[config.mk]
export PLATFORM = sky130hd
export DESIGN_NAME = chardisp_ctrl
export DESIGN_NICKNAME = d
export VERILOG_FILES = /design/src/rtl/chardisp_ctrl.sv
export SDC_FILE = /design/constraint.sdc
export NUM_CORES = 2
export LEC_CHECK = 0
export ABC_AREA = 1
export BUFFER_PORTS_ARGS = -buffer_cell sky130_fd_sc_hd__buf_2
export CORE_ASPECT_RATIO = 1.1
export CORE_MARGIN = 2
export CORE_UTILIZATION = 40
export CTS_CLUSTER_DIAMETER = 30
export CTS_CLUSTER_SIZE = 25
export DETAILED_ROUTE_END_ITERATION = 10
export PLACE_DENSITY = 0.58
export SYNTH_ARGS = -nofsm -noshare
export SYNTH_HDL_FRONTEND = slang
export SYNTH_SLANG_ARGS = --single-unit
[constraint.sdc]
create_clock -name clk -period 6.6 [get_ports clk]
set_input_delay 0.33 -clock clk [delete_from_list [all_inputs] [get_ports clk]]
set_output_delay 0.33 -clock clk [all_outputs]
set_load 0.03 [all_outputs]
[src/rtl/chardisp_ctrl.sv]
module chardisp_ctrl #(
  parameter int COLS = 40,
  parameter int CG_DEPTH = 64,
  parameter logic [7:0] BLANK = 8'h20
) (
  input  logic       clk,
  input  logic       rst_n,
  input  logic       req_valid,
  input  logic       req_rs,
  input  logic       req_rw,
  input  logic [7:0] req_data,
  output logic       rsp_valid,
  output logic [7:0] rsp_data,
  output logic       disp_on,
  output logic       cursor_on,
  output logic       blink_on,
  output logic       bus_8bit,
  output logic       two_lines,
  output logic [1:0] bright,
  output logic [5:0] shift_ofs,
  output logic [6:0] cursor_addr
);
  localparam int DD_DEPTH = 2 * COLS;
  localparam int DW = $clog2(DD_DEPTH);
  localparam int CW = $clog2(CG_DEPTH);
  localparam logic [5:0] LAST = 6'(COLS - 1);

  logic [7:0] dd_mem [DD_DEPTH];
  logic [7:0] cg_mem [CG_DEPTH];
  logic [DD_DEPTH-1:0] stale;
  logic sweeping;
  logic [DW-1:0] sweep_idx;
  logic [6:0] ac;
  logic cg_sel, inc, shen;
  logic [5:0] ofs;

  wire is_cmd  = req_valid & ~req_rs & ~req_rw;
  wire is_acrd = req_valid & ~req_rs &  req_rw;
  wire is_wr   = req_valid &  req_rs & ~req_rw;
  wire is_rd   = req_valid &  req_rs &  req_rw;

  wire c_dd   = is_cmd & req_data[7];
  wire c_cg   = is_cmd & (req_data[7:6] == 2'b01);
  wire c_fn   = is_cmd & (req_data[7:5] == 3'b001);
  wire c_sh   = is_cmd & (req_data[7:4] == 4'b0001);
  wire c_dc   = is_cmd & (req_data[7:3] == 5'b00001);
  wire c_em   = is_cmd & (req_data[7:2] == 6'b000001);
  wire c_home = is_cmd & (req_data[7:1] == 7'b0000001);
  wire c_clr  = is_cmd & (req_data == 8'h01);

  wire [DW-1:0] dd_idx = ac[6] ? DW'(COLS) + DW'(ac[5:0]) : DW'(ac[5:0]);
  wire dd_ok = ac[5:0] < 6'(COLS);
  wire [CW-1:0] cg_idx = ac[CW-1:0];

  function automatic logic [6:0] step_dd(input logic [6:0] a, input logic up);
    if (up) begin
      if (a == {1'b0, LAST}) return 7'h40;
      if (a == {1'b1, LAST}) return 7'h00;
      return a + 7'd1;
    end
    if (a == 7'h40) return {1'b0, LAST};
    if (a == 7'h00) return {1'b1, LAST};
    return a - 7'd1;
  endfunction

  function automatic logic [5:0] step_ofs(input logic [5:0] o, input logic up);
    if (up) return (o == LAST) ? 6'd0 : o + 6'd1;
    return (o == 6'd0) ? LAST : o - 6'd1;
  endfunction

  wire [CW-1:0] cg_next = inc ? cg_idx + CW'(1) : cg_idx - CW'(1);
  wire [6:0] ac_next = cg_sel ? 7'(cg_next) : step_dd(ac, inc);
  wire [7:0] rd_val = cg_sel ? cg_mem[cg_idx]
                    : (dd_ok && !stale[dd_idx]) ? dd_mem[dd_idx] : BLANK;

  assign cursor_addr = ac;
  assign shift_ofs = ofs;

  always_ff @(posedge clk) begin
    if (!rst_n) begin
      for (int i = 0; i < DD_DEPTH; i++) dd_mem[i] <= BLANK;
      for (int i = 0; i < CG_DEPTH; i++) cg_mem[i] <= 8'h00;
      stale <= '0;
      sweeping <= 1'b0;
      sweep_idx <= '0;
      ac <= '0;
      cg_sel <= 1'b0;
      inc <= 1'b1;
      shen <= 1'b0;
      ofs <= '0;
      disp_on <= 1'b0;
      cursor_on <= 1'b0;
      blink_on <= 1'b0;
      bus_8bit <= 1'b1;
      two_lines <= 1'b1;
      bright <= 2'b00;
      rsp_valid <= 1'b0;
      rsp_data <= '0;
    end else begin
      rsp_valid <= is_acrd | is_rd;
      if (is_acrd) rsp_data <= {1'b0, ac};
      if (is_rd) rsp_data <= rd_val;

      if (sweeping) begin
        if (stale[sweep_idx]) begin
          dd_mem[sweep_idx] <= BLANK;
          stale[sweep_idx] <= 1'b0;
        end
        if (sweep_idx == DW'(DD_DEPTH - 1)) sweeping <= 1'b0;
        sweep_idx <= sweep_idx + DW'(1);
      end

      if (is_wr) begin
        if (cg_sel) cg_mem[cg_idx] <= req_data;
        else if (dd_ok) begin
          dd_mem[dd_idx] <= req_data;
          stale[dd_idx] <= 1'b0;
        end
        ac <= ac_next;
        if (!cg_sel && shen) ofs <= step_ofs(ofs, inc);
      end
      if (is_rd) ac <= ac_next;

      if (c_dd) begin
        ac <= req_data[6:0];
        cg_sel <= 1'b0;
      end
      if (c_cg) begin
        ac <= 7'(req_data[CW-1:0]);
        cg_sel <= 1'b1;
      end
      if (c_fn) begin
        bus_8bit <= req_data[4];
        two_lines <= req_data[3];
        bright <= req_data[1:0];
      end
      if (c_sh) begin
        ac <= step_dd(ac, req_data[2]);
        cg_sel <= 1'b0;
        if (req_data[3]) ofs <= step_ofs(ofs, !req_data[2]);
      end
      if (c_dc) begin
        disp_on <= req_data[2];
        cursor_on <= req_data[1];
        blink_on <= req_data[0];
      end
      if (c_em) begin
        inc <= req_data[1];
        shen <= req_data[0];
      end
      if (c_home) begin
        ac <= '0;
        ofs <= '0;
      end
      if (c_clr) begin
        stale <= '1;
        sweeping <= 1'b1;
        sweep_idx <= '0;
        ac <= '0;
        cg_sel <= 1'b0;
        ofs <= '0;
        inc <= 1'b1;
      end
    end
  end

  assert_busy_zero_R8: assert property (@(posedge clk) disable iff (!rst_n)
    is_acrd |=> (rsp_valid && !rsp_data[7] && rsp_data[6:0] == $past(ac)));

  assert_ofs_range_R6: assert property (@(posedge clk) disable iff (!rst_n)
    ofs < 6'(COLS));

  assert_bank_wrap_R3: assert property (@(posedge clk) disable iff (!rst_n)
    (is_wr && !cg_sel && inc && ac == {1'b0, LAST}) |=> (ac == 7'h40));

  assert_cg_wrap_R4: assert property (@(posedge clk) disable iff (!rst_n)
    (is_rd && cg_sel && !inc && ac == 7'd0) |=> (ac == 7'(CG_DEPTH - 1)));

  assert_clear_state_R9: assert property (@(posedge clk) disable iff (!rst_n)
    c_clr |=> (ac == 7'd0 && ofs == 6'd0 && inc && !cg_sel));

  assert_home_state_R10: assert property (@(posedge clk) disable iff (!rst_n)
    c_home |=> (ac == 7'd0 && ofs == 6'd0));
endmodule

==> results.json <==
{
  "antenna_found_initial": 4,
  "async_flop_share_pct": 0,
  "yosys_warnings": 0,
  "cts_setup_buffers": 0,
  "cts_buffers": 391,
  "placed_area_sq_mm": 0.0827,
  "grt_pass1_vias": 64700,
  "postRouteAntennaNets": 0,
  "die_w_microns": 432,
  "fill_cells": 19000,
  "required_ns": 7.35,
  "p_leak_nw": 38.1,
  "endpoint_kind": "flip-flop",
  "port_buffers": 41,
  "synth.distinct_cells": 48,
  "cap_violations": 1,
  "cts_tree": "built",
  "drt_pre_antenna_iters": 6,
  "rsz0062_at_grt": "no",
  "grt-ovfl-total": 0,
  "fp.dieH_microns": 475,
  "dieArea_sq_mm": 0.206,
  "synth_edf_count": 1536,
  "wl_mm": 273,
  "ir_drop_v": 0.000299,
  "final_max_slew_viol_count": 0,
  "dpl.hpwl_mm": 159,
  "yosys.area.top_type": "edfxtp_1",
  "num_rows": 173,
  "vias": 66900,
  "synthTopCellsByCount": "2462 x nand2_1, 2454 x nor2_1, 1536 x edfxtp_1, 507 x nand3_1, 416 x clkbuf_1",
  "synthesis.area_sq_mm": 0.0808,
  "fmax_mhz": 205,
  "crit_arrival_ns": 5.63,
  "status": "finished with violations",
  "finClkSkew_ns": 0.120,
  "gp_congestion": 0.925,
  "syn2layout_area_growth_pct": 18.4,
  "cts.path.max_buffers": 4,
  "r2r_start": "cursor_addr[0]",
  "yosys_most_used_dff": "edfxtp_1",
  "drive_above_1_share_pct": 9.90,
  "synth.net_count": 9337,
  "finalSetupViolations": 0,
  "grt_first_pass_wirelength_mm": 405,
  "grt_start_max_net_pins": 147,
  "synthTopCellsByArea": "edfxtp_1 57%, nand2_1 11%, nor2_1 11%, nand3_1 3.1%, dfxtp_1 3.1%",
  "syn_area_per_cell_sq_um": 8.68,
  "p_per_area_mw_per_mm2": 347,
  "nets": 9265,
  "cts_max_level": 5,
  "drc": 0,
  "ios": 42,
  "drt_iter0_drc": 7681,
  "final.setup.tns_ns": 0,
  "fin_area_sq_mm": 0.0956,
  "ys_seq_area_share_pct": 60.2,
  "hold_violations": 0,
  "yosysMostFrequentCell": "nand2_1",
  "clk_pin_slew_worst_paths_ns": 0.05,
  "crit_type": "flip-flop to flip-flop",
  "wl_per_cell_microns": 22.4,
  "hp-start": "req_valid",
  "synthCells": 9310,
  "cts_sinks": 1662,
  "synth_top_cell_area_share_pct": 57.1,
  "clkLatencyLatePin_ns": 0.99,
  "core_area_sq_mm": 0.201,
  "tightest_slew_ns": 1.49,
  "violations": "max-capacitance violations",
  "grt_use_total_pct": 26.1,
  "synth-seq-cells": 1662,
  "slew_headroom_pct": 0.275,
  "fin_crit_sh_pct": 74.0,
  "clockRootBuffer": "clkbuf_16",
  "cp_max_fo": 140,
  "vias_per_cell": 5.50,
  "hp-class": "input pin to flip-flop",
  "startpoint_type": "flip-flop",
  "start_util_pct": 40.1,
  "min_period_ns": 4.88,
  "critPathLaunch": "cursor_addr[0]"
}
==> through the flow <==
stage / util (%) / setup WS (ns) / cells / total power, mW / hold slack (ns)
final: 47.5 / 1.72 / 12200 / 33.2 / 0.0620
after CTS: 47.5 / 1.87 / 12200 / 33.2 / 0.0252
after floorplan: - / 3.77 / 9310 / 13.6 / 0.444
after global routing: 47.5 / 1.57 / 12200 / 34.1 / 0.109
after global placement: 41.1 / 1.95 / 11500 / 14.6 / 0.453
after detailed placement: 41.1 / 1.93 / 11500 / 14.6 / 0.463
==> worst max-delay path: stages (launching register included) <==
cell     delay (ns)
dfxtp_4        0.84
inv_8          0.39
buf_12         0.35
nor2_1         0.73
inv_2          0.33
nor2_1         0.22
inv_2          0.04
buf_4          0.28
nor2_1         0.79
inv_1          0.34
nor2_1         0.21
==> cell type report <==
cell class                      count  area (sq um)  area share (%)
Antenna cell                        1          2.50         0.00262
Clock buffer                      458         10200            10.6
Clock inverter                    242          2560            2.68
Inverter                          514          2010            2.11
Multi-Input combinational cell   6507         27700            28.9
Sequential cell                  1662         48700            50.9
Tap cell                         2625          3280            3.43
Timing Repair Buffer              162          1280            1.34
==> cell usage in the layout (no fill, tap or decap), types with 10 or more instances in the layout <==
cell | netlist | final
nor3_1 | 14 | 14
o211ai_1 | 23 | 23
xor2_1 | 13 | 13
o21ai_1 | 10 | 10
inv_8 | 0 | 16
nand2_2 | 21 | 22
clkinv_4 | 0 | 14
nor2_4 | 8 | 15
clkinvlp_4 | 0 | 34
nor2_2 | 20 | 23
ha_1 | 13 | 13
nand3_1 | 507 | 507
inv_6 | 0 | 17
a21oi_1 | 239 | 239
buf_12 | 0 | 10
nor2_1 | 2454 | 2444
o21ai_0 | 410 | 410
edfxtp_1 | 1536 | 1536
inv_1 | 370 | 360
nand4_1 | 21 | 21
nand2_1 | 2462 | 2461
clkinv_1 | 8 | 72
buf_4 | 11 | 95
o21bai_1 | 19 | 19
clkinv_2 | 0 | 58
bufinv_16 | 0 | 46
o31ai_1 | 123 | 123
a41oi_1 | 73 | 73
inv_2 | 135 | 134
dfxtp_1 | 126 | 120
clkbuf_16 | 0 | 394
dlygate4sd3_1 | 0 | 17
clkbuf_1 | 416 | 58
buf_2 | 165 | 40
o22ai_1 | 27 | 27
==> sequential cells by signal, summed over array words and instances (netlist names), 2 cells and up, named ones only <==
name,flops
cg_mem,512
shift_ofs,6
cursor_addr,7
sweep_idx,7
dd_mem,1024
stale,80
rsp_data,8
bright,2
==> cells by family after synthesis <==
kind of cell    count (synthesis)  share of synthesized area [%]
simple gates                 5518                           26.8
xor+xnor                       18                          0.214
flops                        1662                           60.2
compound gates                957                           6.95
fa+ha+maj                      14                          0.226
buf+inv                      1141                           5.61
==> power by group <==
part / internal, mW / switching, mW / total [mW] / leakage (nW)
registers: 11.7 / 0.128 / 11.8 / 15.5
logic: 0.545 / 2.15 / 2.70 / 16.4
clock network: 12.7 / 6.01 / 18.7 / 6.14
total: 24.9 / 8.29 / 33.2 / 38.1
==> final timing paths <==
check / end / slack, ns / cells after the start
worst max register to register: dd_mem[91][4] / 1.72 / 10
worst min-delay path: bright[0] / 0.06 / 4
worst max-delay path: dd_mem[91][4] / 1.72 / 10
worst min register to register: bus_8bit / 0.49 / 2
==> repair_timing <==
action / in CTS / in global routing
gates resized for setup: 0 / 0
hold endpoints to repair: 25 / 0
hold buffers: 17 / 0
==> metal layers <==
metal  up-vias  global-route usage, %  share of wire [%]
li1      30600                      -                  -
met1     32200                   32.9                 39
met2      3318                   42.2                 47
met3       810                   4.74                8.6
met4         2                   14.9                5.9
met5         -                      0             0.0044
(Power assumes the default switching activity.)
